### src/rtl/cmo_pkg.sv
package cmo_pkg;

    localparam int REG_AW = 5;

    localparam logic [REG_AW-1:0] OFS_FIRST = 5'h00;
    localparam logic [REG_AW-1:0] OFS_LIMIT = 5'h08;
    localparam logic [REG_AW-1:0] OFS_CTRL  = 5'h10;

    // maintenance kinds, encoded as in control bits [2:1]
    typedef enum logic [1:0] {
        OP_FLUSH_DROP = 2'd0,
        OP_DROP       = 2'd1,
        OP_WRITEBACK  = 2'd2,
        OP_RESERVED   = 2'd3
    } cmo_op_e;

    typedef struct packed {
        cmo_op_e kind;
        logic    launch;
    } ctrl_word_t;

    function automatic ctrl_word_t unpack_ctrl(input logic [2:0] low_bits);
        ctrl_word_t c;
        c.launch = low_bits[0];
        c.kind   = cmo_op_e'(low_bits[2:1]);
        return c;
    endfunction

    function automatic logic kind_runs(input cmo_op_e k);
        return k != OP_RESERVED;
    endfunction

endpackage

### src/rtl/cmo_csr.sv
module cmo_csr
    import cmo_pkg::*;
#(
    parameter int DATA_W = 64,
    parameter int ADDR_W = 40
) (
    input  logic                     clk,
    input  logic                     rst,
    input  logic                     reg_we,
    input  logic [REG_AW-1:0]        reg_addr,
    input  logic [DATA_W-1:0]        reg_wdata,
    output logic [DATA_W-1:0]        reg_rdata,
    input  logic                     busy,
    output logic [ADDR_W-1:0]        first_q,
    output logic [ADDR_W-1:0]        limit_q,
    output cmo_op_e                  kind_q,
    output logic                     launch
);

    localparam int ADDR_PAD = DATA_W - ADDR_W;
    localparam int CTRL_PAD = DATA_W - 3;

    ctrl_word_t ctrl_in;
    logic       wr_first, wr_limit, wr_ctrl;
    logic       unused_hi;

    assign ctrl_in  = unpack_ctrl(reg_wdata[2:0]);
    assign wr_first = reg_we && (reg_addr == OFS_FIRST) && !busy;
    assign wr_limit = reg_we && (reg_addr == OFS_LIMIT) && !busy;
    assign wr_ctrl  = reg_we && (reg_addr == OFS_CTRL)  && !busy;
    assign launch   = wr_ctrl && ctrl_in.launch;
    assign unused_hi = ^reg_wdata[DATA_W-1:ADDR_W];

    always_ff @(posedge clk) begin
        if (rst) begin
            first_q <= '0;
            limit_q <= '0;
            kind_q  <= OP_FLUSH_DROP;
        end else begin
            if (wr_first) first_q <= reg_wdata[ADDR_W-1:0];
            if (wr_limit) limit_q <= reg_wdata[ADDR_W-1:0];
            if (wr_ctrl)  kind_q  <= ctrl_in.kind;
        end
    end

    always_comb begin
        unique case (reg_addr)
            OFS_FIRST: reg_rdata = {{ADDR_PAD{1'b0}}, first_q};
            OFS_LIMIT: reg_rdata = {{ADDR_PAD{1'b0}}, limit_q};
            OFS_CTRL:  reg_rdata = {{CTRL_PAD{1'b0}}, kind_q, busy};
            default:   reg_rdata = '0;
        endcase
    end

endmodule

### src/rtl/cmo_walker.sv
module cmo_walker
    import cmo_pkg::*;
#(
    parameter int ADDR_W     = 40,
    parameter int LINE_BYTES = 64
) (
    input  logic              clk,
    input  logic              rst,
    input  logic              launch,
    input  logic [ADDR_W-1:0] first_q,
    input  logic [ADDR_W-1:0] limit_q,
    input  cmo_op_e           kind_q,
    output logic              req_valid,
    output logic [ADDR_W-1:0] req_addr,
    output logic [1:0]        req_op,
    input  logic              req_ready,
    output logic              busy,
    output logic              done
);

    localparam int OFS_W = $clog2(LINE_BYTES);
    localparam int CUR_W = ADDR_W + 1;   // one spare bit so the top line cannot wrap
    localparam logic [ADDR_W-1:0] LINE_MASK = {{(ADDR_W-OFS_W){1'b1}}, {OFS_W{1'b0}}};

    logic             run_q;
    logic [CUR_W-1:0] cur_q;
    logic [CUR_W-1:0] base_line;
    logic             in_span, issue, fire, finish;

    assign base_line = {1'b0, first_q & LINE_MASK};
    assign in_span   = cur_q < {1'b0, limit_q};
    assign issue     = run_q && kind_runs(kind_q) && in_span;
    assign fire      = issue && req_ready;
    assign finish    = run_q && !issue;

    always_ff @(posedge clk) begin
        if (rst) begin
            run_q <= 1'b0;
            cur_q <= '0;
        end else if (launch) begin
            run_q <= 1'b1;
            cur_q <= base_line;
        end else if (finish) begin
            run_q <= 1'b0;
        end else if (fire) begin
            cur_q <= cur_q + CUR_W'(LINE_BYTES);
        end
    end

    assign req_valid = issue;
    assign req_addr  = cur_q[ADDR_W-1:0];
    assign req_op    = kind_q;
    assign busy      = run_q;
    assign done      = finish;

endmodule

### src/rtl/cmo_range_engine.sv
module cmo_range_engine
    import cmo_pkg::*;
#(
    parameter int DATA_W     = 64,
    parameter int ADDR_W     = 40,
    parameter int LINE_BYTES = 64
) (
    input  logic              clk,
    input  logic              rst,
    input  logic              reg_we,
    input  logic [4:0]        reg_addr,
    input  logic [DATA_W-1:0] reg_wdata,
    output logic [DATA_W-1:0] reg_rdata,
    output logic              line_valid,
    output logic [ADDR_W-1:0] line_addr,
    output logic [1:0]        line_op,
    input  logic              line_ready,
    output logic              busy,
    output logic              done
);

    logic [ADDR_W-1:0] first_q, limit_q;
    cmo_op_e           kind_q;
    logic              launch;

    cmo_csr #(.DATA_W(DATA_W), .ADDR_W(ADDR_W)) u_csr (
        .clk       (clk),
        .rst       (rst),
        .reg_we    (reg_we),
        .reg_addr  (reg_addr),
        .reg_wdata (reg_wdata),
        .reg_rdata (reg_rdata),
        .busy      (busy),
        .first_q   (first_q),
        .limit_q   (limit_q),
        .kind_q    (kind_q),
        .launch    (launch)
    );

    cmo_walker #(.ADDR_W(ADDR_W), .LINE_BYTES(LINE_BYTES)) u_walk (
        .clk       (clk),
        .rst       (rst),
        .launch    (launch),
        .first_q   (first_q),
        .limit_q   (limit_q),
        .kind_q    (kind_q),
        .req_valid (line_valid),
        .req_addr  (line_addr),
        .req_op    (line_op),
        .req_ready (line_ready),
        .busy      (busy),
        .done      (done)
    );

endmodule

### config.mk
export PLATFORM = sky130hd
export DESIGN_NAME = cmo_range_engine
export DESIGN_NICKNAME = d
export VERILOG_FILES = /design/src/rtl/cmo_pkg.sv /design/src/rtl/cmo_csr.sv /design/src/rtl/cmo_walker.sv /design/src/rtl/cmo_range_engine.sv
export SDC_FILE = /design/constraint.sdc
export NUM_CORES = 1
export LEC_CHECK = 0
export ABC_AREA = 1
export BUFFER_PORTS_ARGS = -buffer_cell sky130_fd_sc_hd__clkbuf_2
export CORE_MARGIN = 1
export CORE_UTILIZATION = 30
export CTS_CLUSTER_SIZE = 30
export DETAILED_ROUTE_END_ITERATION = 8
export SLEW_MARGIN = 20
export SYNTH_ARGS = -nofsm -noshare
export SYNTH_HDL_FRONTEND = slang
export SYNTH_HIERARCHICAL = 1
export SYNTH_SLANG_ARGS = --single-unit
export TNS_END_PERCENT = 50
### constraint.sdc
create_clock -name clk -period 4.3 [get_ports clk]
set_input_delay 0.86 -clock clk [delete_from_list [all_inputs] [get_ports clk]]
set_output_delay 0.86 -clock clk [all_outputs]
set_load 0.03 [all_outputs]
; ---- After elaboration in Yosys (flattened, before gate mapping)
; Index checks and enable logic that the tools add are counted.
[totals]
ff_bits = 124
input_bits = 73
out_inout_bits = 109
wordCells = 38
[op_classes]
n_addsub = 1
order_cmp = 1
eq_ne = 4
mux = 6
n_bitwise = 1
reduce_logical = 19
[ops]
columns = cell, n
row1 = 40-bit two-way mux, 3
row2 = 40-bit one-hot mux with 3 select lines, 1
row3 = "41-bit by 7-bit adder with 41-bit output, second input constant", 1
row4 = 41-bit by 40-bit less-than comparator with 1-bit output, 1
row5 = 1-bit logical AND, 11
row6 = "5-bit by 4-bit equality test with 1-bit output, second input constant", 1
row7 = "5-bit equality test, second input constant", 1
row8 = 5-bit logical NOT, 1
row9 = 2-bit AND reduction, 2
row10 = 2-bit nonzero test, 2
row11 = 1-bit logical NOT, 2
row12 = 1-bit two-way mux, 2
row13 = "2-bit by 1-bit inequality test with 1-bit output, second input constant", 1
row14 = "2-bit inequality test, second input constant", 1
row15 = 2-bit OR reduction, 1
row16 = 1-bit NOT, 1

; ---- Depth between registers and ports, before layout
; Gate-level depths: netlist of run 1.
[logic_depth]
depth_word = 7
depth_mapped = 14
depth_no_buf = 14

; ---- By module
; Netlist of run 1, hierarchy kept.
[modules_own_cells]
columns = mod, instances, cells_per_inst, area_per_inst_um2, seq_area_each_um2
row1 = cmo_walker, 1, 760, 4264.1, 720.7
row2 = cmo_csr, 1, 656, 4096.4, 1641.6

; ---- Worst setup path after synthesis of run 1
; No wires, ideal clock.
[synth_path]
path_type = input -> output
startpoint = in reg_addr[1]
endpoint = out reg_rdata[0]
arrival_ps = 1792
t_required_ps = 3440
setup_slack_ps = 1648
stages = 6
path_buffers = 1
cell_sequence = nor2_2 nand2_1 nor2_4 buf_2 nand2_1 o211ai_1
[synth_via]
elab_chain_cells = 2
word_cells_on_any_way = 4
cone_classes = 2 x eq/ne / 1 x mux / 1 x reduce/logical
[synth_lines]
columns = item, line_no
row1 = start: declaration, cmo_range_engine.sv:11  ; input logic [4:0] reg_addr,
row2 = "5-bit equality test, or another cell as far along", cmo_csr.sv:47  ; unique case (reg_addr)
row3 = 40-bit one-hot mux with 3 select lines (*), cmo_csr.sv:47
row4 = end: declaration, cmo_range_engine.sv:13  ; output logic [DATA_W-1:0] reg_rdata,
; Mark *: on every way between the ends. The rest lies on a longest branch, timed or not.

; ---- Worst setup path in the final report of run 1
[layout_path]
startpoint = reg u_walk.cur_q[12]
endpoint = out done
[layout_via]
elab_chain_cells = 4
[layout_lines]
columns = item, line_no
row1 = start: declaration, cmo_walker.sv:26  ; logic [CUR_W-1:0] cur_q;
row2 = start signal: assignment, cmo_walker.sv:42  ; cur_q <= base_line;
row3 = start signal: assignment, cmo_walker.sv:46  ; cur_q <= cur_q + CUR_W'(LINE_BYTES);
row4 = 41-bit by 40-bit less-than comparator with 1-bit output, cmo_walker.sv:31  ; assign in_span = cur_q < {1'b0, limit_q};
row5 = 1-bit logical AND, cmo_walker.sv:32  ; assign issue = run_q && kind_runs(kind_q) && in_span;
row6 = 1-bit logical NOT, cmo_walker.sv:34  ; assign finish = run_q && !issue;
row7 = 1-bit logical AND, cmo_walker.sv:34
row8 = end: declaration, cmo_range_engine.sv:19  ; output logic done
; No other way between the ends.

==> results of run 1 <==
sequential cells by signal, indices dropped and copies added, names as in the netlist:
signal,count
u_csr/first_q,40
u_walk/cur_q,35
u_csr/kind_q,2
u_walk/busy,1
u_csr/limit_q,40
cell families (layout without fill, tap and decap cells):
| kind of cell | Yosys count | after routing | share of synthesized area |
|---|---|---|---|
| simple gates | 895 | 895 | 0.4347 |
| buf+inv | 280 | 321 | 0.1664 |
| flops | 118 | 118 | 0.2826 |
| compound gates | 75 | 75 | 0.05148 |
| fa+ha+maj | 35 | 35 | 0.05238 |
| xor+xnor | 11 | 11 | 0.01152 |
| other cells | 2 | 30 | 0.0008983 |
worst max-delay path: stages (launching register included):
cell	delay [ns]
sky130_fd_sc_hd__dfxtp_1	0.50
sky130_fd_sc_hd__ha_1	0.31
sky130_fd_sc_hd__a21oi_1	0.16
sky130_fd_sc_hd__nand2_1	0.07
sky130_fd_sc_hd__a21oi_1	0.23
sky130_fd_sc_hd__nor2_1	0.07
sky130_fd_sc_hd__nor2_1	0.15
sky130_fd_sc_hd__nand3_1	0.29
sky130_fd_sc_hd__nand2_1	0.15
sky130_fd_sc_hd__inv_1	0.08
sky130_fd_sc_hd__clkbuf_2	0.19
Yosys cell counts:
master / n / area (um2)
sky130_fd_sc_hd__nor2_4: 3 / 33.78
sky130_fd_sc_hd__and2_1: 1 / 6.260
sky130_fd_sc_hd__nor3_1: 7 / 35.03
sky130_fd_sc_hd__nand3_1: 138 / 690.7
sky130_fd_sc_hd__nor2_2: 8 / 50.05
sky130_fd_sc_hd__o21ai_1: 1 / 5.000
sky130_fd_sc_hd__a21oi_2: 10 / 87.58
sky130_fd_sc_hd__dfxtp_1: 118 / 2362
sky130_fd_sc_hd__nor3_4: 1 / 16.27
sky130_fd_sc_hd__conb_1: 2 / 7.510
sky130_fd_sc_hd__nand2_2: 2 / 12.51
sky130_fd_sc_hd__o21ai_0: 16 / 80.08
sky130_fd_sc_hd__buf_8: 1 / 15.01
sky130_fd_sc_hd__a21o_1: 2 / 15.01
sky130_fd_sc_hd__nand2_1: 454 / 1704
sky130_fd_sc_hd__nand4_2: 1 / 12.51
sky130_fd_sc_hd__nor2_1: 274 / 1028
sky130_fd_sc_hd__clkinv_1: 3 / 11.26
sky130_fd_sc_hd__buf_6: 6 / 67.56
sky130_fd_sc_hd__ha_1: 35 / 437.9
sky130_fd_sc_hd__xor2_1: 11 / 96.34
sky130_fd_sc_hd__a21oi_1: 37 / 185.2
sky130_fd_sc_hd__nor3_2: 1 / 10.01
sky130_fd_sc_hd__nand3_2: 1 / 10.01
sky130_fd_sc_hd__clkbuf_1: 21 / 78.83
sky130_fd_sc_hd__a31oi_1: 8 / 50.05
sky130_fd_sc_hd__buf_4: 66 / 495.5
sky130_fd_sc_hd__inv_2: 6 / 22.52
sky130_fd_sc_hd__buf_1: 8 / 30.03
sky130_fd_sc_hd__buf_2: 29 / 145.1
sky130_fd_sc_hd__inv_1: 140 / 525.5
sky130_fd_sc_hd__nand4_1: 4 / 25.02
sky130_fd_sc_hd__o211ai_1: 1 / 7.510
per-stage QoR:
stage,util,worst slack (ns),instance area (um2),hold WS [ns],cells
final,0.3494,0.8226,9494,0.4854,1857
after global routing,0.3494,0.7025,9494,0.5019,1857
after CTS,0.3494,0.8360,9494,0.4868,1857
after detailed placement,0.3263,1.242,8869,0.4787,1825
after global placement,0.3263,1.246,8869,0.4632,1825
after floorplan,-,1.648,8466,0.4545,1444
worst paths after layout:
path	to	slack, ns	startpoint
min reg2reg	u_csr/first_q[5]	0.49	u_csr/first_q[5]
max	done	0.82	u_walk/cur_q[12]
min	u_csr/first_q[5]	0.49	u_csr/first_q[5]
max reg2reg	u_walk/cur_q[36]	1.78	u_walk/cur_q[6]
per-layer routing:
metal,part of all wire,GRT usage,vias to the layer above
met5,0,0,-
li1,-,-,4366
met2,0.43,0.2760,282
met3,0.064,0.03624,23
met4,0.015,0.05494,0
met1,0.49,0.2611,3749
power by group:
group / switching (W) / internal, W
Clock: 0.000521 / 0.00101
Sequential: 0.0000157 / 0.00111
Combinational: 0.000171 / 0.0000662
Total: 0.000708 / 0.00219
cell type report:
| class | count | area, um2 |
|---|---|---|
| repair buffers | 140 | 758.2 |
| inverters | 149 | 559.3 |
| clock buffers | 23 | 478.0 |
| multi-input cells | 1046 | 4723 |
| clock inverters | 9 | 147.6 |
| fillers | 3107 | 17680 |
| well taps | 372 | 465.4 |
| flip-flops and latches | 118 | 2362 |
==> reports/summary.md, run 1 <==
### Outcome
* **result of the run** finished clean

### Setup path
* **biggest fanout along the worst timing path** 6
* **startpoint types** register
* **CP Class** reg2out
* **endpoint kind of the worst setup timing path** primary output
* **Req. time, crit path** 3.44 ns
* **data arrival time of the critical path** 2.62 ns
* **worst reg2reg path depth** 15

### Timing
* **final critical-path required period** 3.477 ns
* **f_max** 287.6 MHz
* **transition at the pin with the smallest max-transition slack** 0.8575 ns
* **count of final setup violators** 0
* **number of pins exceeding their max-slew limit in the final report** 0
* **Final Hold Vio Count** 0
* **share of the clock period used by the worst path** 0.8087
* **unrepaired setup endpoints after global routing** no
* **clock skew after layout** 0.008176 ns
* **setup TNS** 0 ns
* **tightest slew margin relative to the limit** 0.4275

### Clock tree
* **count of cells resized by post-cts repair** 0
* **# Post-CTS Setup Buffers** 0
* **maximum clock insertion buffer count** 2
* **number of hold buffers added after CTS** 0
* **Reg clk slew, reported paths** 0.05 ns
* **number of CTS-inserted buffers** 17
* **H-tree levels** 4
* **clock tree from TritonCTS** built
* **total number of clock tree sinks** 118
* **root buffer cell** sky130_fd_sc_hd__clkbuf_16
* **Clock Latency Late Sink** 0.42 ns

### Die
* **horizontal extent of the die** 168.9 um
* **area of the die** 28,540 um2
* **placeable core region** 27,180 um2
* **number of ports placed on the die boundary** 182
* **site row count** 60
* **die height** 168.9 um
* **Initial Utilization** 0.3076

### Global route
* **pin count of the biggest net entering global routing** 81
* **GRT overflow** 0
* **number of antenna violations at the first check in global routing** 1
* **wire length of the first global-routing pass** 40,410 um
* **via count of the first global-routing pass** 7,412
* **aggregate global-route resource usage** 0.1832

### Drt
* **WL per Instance** 14.09 um
* **Avg Vias per Cell** 4.534
* **number of remaining DRC errors** 0
* **1st-pass router iterations** 5
* **DR vias** 8,420
* **number of violations reported at the end of detailed-routing iteration 0** 629
* **WL final** 26,160 um
* **number of nets still failing antenna checks after routing** 0

### Final layout
* **net total in the final layout** 1,580
* **most frequent standard cell in the layout excluding fill and tap cells** sky130_fd_sc_hd__nand2_1
* **Area Growth Syn to Fin** 13.56%
* **fraction of layout cells with a size suffix above 1** 0.1374
* **top library cells by usage in the layout, fill and taps aside** sky130_fd_sc_hd__nand2_1 (454), sky130_fd_sc_hd__nor2_1 (274), sky130_fd_sc_hd__inv_1 (140)
* **number of diodes added for antenna fixing** 0

### Hold path
* **Worst Hold Path Cells** 2
* **kind of path behind the tightest hold check** reg2reg

### Place
* **final RePlAce weighted congestion** 0.9053
* **Detailed Place HPWL** 18,780 um
* **count of input and output buffers** 127

### Power
* **total power** 0.002893 W
* **power per standard cell area** 304.7 nW/um2
* **peak supply drop** 0.2782 mV
* **Leak** 4.681 nW

### Job
* **MaxCap Viol Count** 0

### Yosys
* **cell count after synthesis** 1,416
* **Synth Register Bits** 118
* **fraction of the yosys area taken by sequential cells** 0.2826
* **mean instance size in the synthesized netlist** 5.904 um2
* **cell area after synthesis** 8361 um2
* **number of unique standard cell types used by synthesis** 33
* **YS warnings** 6

Power figures use the tool's default switching activity.
==> inputs of run 2 (changes only) <==
clock period = 3.2 ns   (was 4.3 ns; I/O delays follow)
==> reports/summary.md, run 2 (same netlist as run 1, synthesis figures left out) <==
### Outcome
* **result of the run** finished clean, unchanged

### Place
* **setup slack after placement** 0.5583 ns, was 1.242 ns
* **Detailed Place HPWL** 19,030 um, was 18,780 um
* **final RePlAce weighted congestion** 0.8694, was 0.9053
* **count of input and output buffers** 127, unchanged

### Hold path
* **Worst Hold End** u_walk/busy, was u_csr/first_q[5]
* **Worst Hold Launch** rst, was u_csr/first_q[5]
* **Worst Hold Path Cells** 2, unchanged
* **kind of path behind the tightest hold check** in2reg, was reg2reg

### Die
* **area of the die** 28,540 um2, unchanged
* **die height** 168.9 um, unchanged
* **number of ports placed on the die boundary** 182, unchanged
* **Initial Utilization** 0.3076, unchanged
* **site row count** 60, unchanged
* **placeable core region** 27,180 um2, unchanged
* **horizontal extent of the die** 168.9 um, unchanged

### Drt
* **DR vias** 8,545, was 8,420
* **number of violations reported at the end of detailed-routing iteration 0** 682, was 629
* **WL per Instance** 13.82 um, was 14.09 um
* **number of remaining DRC errors** 0, unchanged
* **Avg Vias per Cell** 4.582, was 4.534
* **1st-pass router iterations** 5, unchanged
* **WL final** 25,780 um, was 26,160 um
* **number of nets still failing antenna checks after routing** 0, unchanged

### Setup path
* **worst r2r dst** u_walk/cur_q[36], unchanged
* **critical path's top delay family** simple AND/OR/NAND/NOR gates, unchanged
* **FF-to-FF Start** u_walk/cur_q[6], unchanged
* **CP dominant cell by count** sky130_fd_sc_hd__nand2_1
* **worst reg2reg path depth** 14, was 15
* **Req. time, crit path** 2.56 ns, was 3.44 ns
* **biggest fanout along the worst timing path** 5, was 6
* **Buf+Inv Stages, Crit Path** 3, was 2
* **data arrival time of the critical path** 2.43 ns, was 2.62 ns
* **library cell contributing the largest single delay on the critical path** sky130_fd_sc_hd__dfxtp_1, unchanged
* **minimum setup slack among reg-to-reg paths** 0.60 ns, was 1.78 ns
* **startpoint types** register, unchanged
* **CP Class** reg2out, unchanged
* **Largest stage delay, worst path** 0.43 ns, was 0.50 ns
* **endpoint kind of the worst setup timing path** primary output, unchanged
* **ordered cell list for the critical path** ha_1 > nand2_1 > inv_1 > nand2_1 > nand2_1 > a21oi_1 > nor2_1 > nor2_1 > nand3_2 > inv_1 > clkbuf_2, was ha_1 > a21oi_1 > nand2_1 > a21oi_1 > nor2_1 > nor2_1 > nand3_1 > nand2_1 > inv_1 > clkbuf_2

### Timing
* **Final Hold Vio Count** 0, unchanged
* **tightest slew margin relative to the limit** 0.5588, was 0.4275
* **transition at the pin with the smallest max-transition slack** 0.6608 ns, was 0.8575 ns
* **unrepaired setup endpoints after global routing** no, unchanged
* **final critical-path required period** 3.067 ns
* **count of final setup violators** 0, unchanged
* **worst setup margin** 0.1326 ns, was 0.8226 ns
* **share of the clock period used by the worst path** 0.9586
* **number of pins exceeding their max-slew limit in the final report** 0, unchanged
* **setup TNS** 0 ns, unchanged
* **clock skew after layout** 0.01046 ns, was 0.008176 ns
* **f_max** 326.0 MHz

### Power
* **power per standard cell area** 388.9 nW/um2, was 304.7 nW/um2
* **sequential power share** 0.406, was 0.388
* **peak supply drop** 0.3488 mV, was 0.2782 mV
* **Leak** 4.710 nW, was 4.681 nW
* **portion of total power attributed to the clock network** 0.506, was 0.530
* **net load switching power** 0.0009544 W, was 0.0007077 W
* **Internal Pwr Total** 0.002758 W, was 0.002185 W
* **switching share of power** 0.2571, was 0.2446
* **Comb power frac** 0.088, was 0.082

### Global route
* **via count of the first global-routing pass** 7,552, was 7,412
* **GRT overflow** 0, unchanged
* **aggregate global-route resource usage** 0.1818, was 0.1832
* **wire length of the first global-routing pass** 40,340 um, was 40,410 um
* **number of antenna violations at the first check in global routing** 0, was 1
* **pin count of the biggest net entering global routing** 81, unchanged

### Clock tree
* **root buffer cell** sky130_fd_sc_hd__clkbuf_16, unchanged
* **Clock Latency Late Sink** 0.42 ns, about the same
* **number of CTS-inserted buffers** 17, unchanged
* **# Post-CTS Setup Buffers** 0, unchanged
* **H-tree levels** 4, unchanged
* **total number of clock tree sinks** 118, unchanged
* **maximum clock insertion buffer count** 2, unchanged
* **clock tree from TritonCTS** built, unchanged
* **Reg clk slew, reported paths** 0.06 ns, was 0.05 ns

### Final layout
* **most frequent standard cell in the layout excluding fill and tap cells** sky130_fd_sc_hd__nand2_1, unchanged
* **number of diodes added for antenna fixing** 0, unchanged
* **net total in the final layout** 1,589, was 1,580
* **Area Growth Syn to Fin** 14.17%, was 13.56%
* **fraction of layout cells with a size suffix above 1** 0.1427, was 0.1374
* **largest registers** u_csr/first_q (40), u_csr/limit_q (40), u_walk/cur_q (35), unchanged
* **top library cells by usage in the layout, fill and taps aside** sky130_fd_sc_hd__nand2_1 (454), sky130_fd_sc_hd__nor2_1 (274), sky130_fd_sc_hd__inv_1 (140), unchanged

### Job
* **MaxCap Viol Count** 0, unchanged

run 2: cell types whose count changed in the layout (fill, tap and decap cells not counted):
cell | previous run | this run
sky130_fd_sc_hd__nand3_2 | 1 | 2
sky130_fd_sc_hd__buf_12 | 2 | 5
sky130_fd_sc_hd__nand3_1 | 138 | 137
sky130_fd_sc_hd__bufinv_16 | 4 | 2
sky130_fd_sc_hd__buf_4 | 11 | 17
sky130_fd_sc_hd__clkbuf_8 | 3 | 2
sky130_fd_sc_hd__clkinvlp_4 | 1 | 3
run 2: worst max-delay path by stage:
stage / start / to / slack, ns / depth (start not counted)
CTS: u_walk/cur_q[16] / line_valid / 0.11 / 11
floorplan: u_csr/limit_q[32] / done / 0.96 / 12
global route: u_csr/limit_q[14] / line_valid / 0.03 / 12
global placement: u_walk/cur_q[16] / line_valid / 0.58 / 11
finish: u_walk/cur_q[16] / line_valid / 0.13 / 11
detailed placement: u_walk/cur_q[16] / line_valid / 0.56 / 11
run 2: power groups by stage:
stage                     logic, W  registers (W)  clock network (W)
after floorplan           0.000266        0.00153                  0
after global placement    0.000320        0.00154                  0
after detailed placement  0.000323        0.00154                  0
after CTS                 0.000324        0.00151            0.00191
after global routing      0.000364        0.00151            0.00198
final                     0.000326        0.00151            0.00188
run 2: cell type report:
cell class,count,area (um2)
inverter,149,559.3
multi-input combinational,1046,4728
clock buffer,22,464.2
fill,3064,17630
timing repair buffer,149,863.3
clock inverter,9,102.6
tap,372,465.4
sequential,118,2362
run 2: worst reg2reg max path, cell delays in order, from the launching register on:
cell	delay, ns
sky130_fd_sc_hd__dfxtp_1	0.60
sky130_fd_sc_hd__ha_1	0.34
sky130_fd_sc_hd__nand2_1	0.15
sky130_fd_sc_hd__nor2_2	0.23
sky130_fd_sc_hd__nand2_1	0.14
sky130_fd_sc_hd__nor2_2	0.20
sky130_fd_sc_hd__inv_1	0.10
sky130_fd_sc_hd__nor2_1	0.28
sky130_fd_sc_hd__nand2_1	0.09
sky130_fd_sc_hd__nand2_1	0.06
sky130_fd_sc_hd__nand2_1	0.04
sky130_fd_sc_hd__nand2_1	0.05
sky130_fd_sc_hd__nand2_1	0.06
sky130_fd_sc_hd__a21oi_2	0.09
sky130_fd_sc_hd__nor2_1	0.05
run 2: routing by layer:
layer,share of wire,global-route usage,up-vias
li1,-,-,4386
met1,0.49,0.2582,3847
met2,0.43,0.2774,286
met3,0.058,0.02923,26
met4,0.018,0.06087,0
met5,0,0,-
run 2: repair_timing:
action,CTS,global route
setup endpoints to repair,0,2
gates resized for setup,0,1
endpoints found under the hold margin,0,0
hold buffers,0,0
run 2: stage by stage:
| step | instances | instance area (um2) | hold slack, ns | power, W | util |
|---|---|---|---|---|---|
| final | 1865 | 9545 | 0.4384 | 0.003712 | 0.3512 |
| after global placement | 1834 | 8974 | 0.4640 | 0.001858 | 0.3302 |
| after floorplan | 1444 | 8466 | 0.4545 | 0.001798 | - |
| after CTS | 1865 | 9540 | 0.4273 | 0.003740 | 0.3511 |
| after global routing | 1865 | 9545 | 0.4491 | 0.003854 | 0.3512 |
| after detailed placement | 1834 | 8974 | 0.4706 | 0.001861 | 0.3302 |
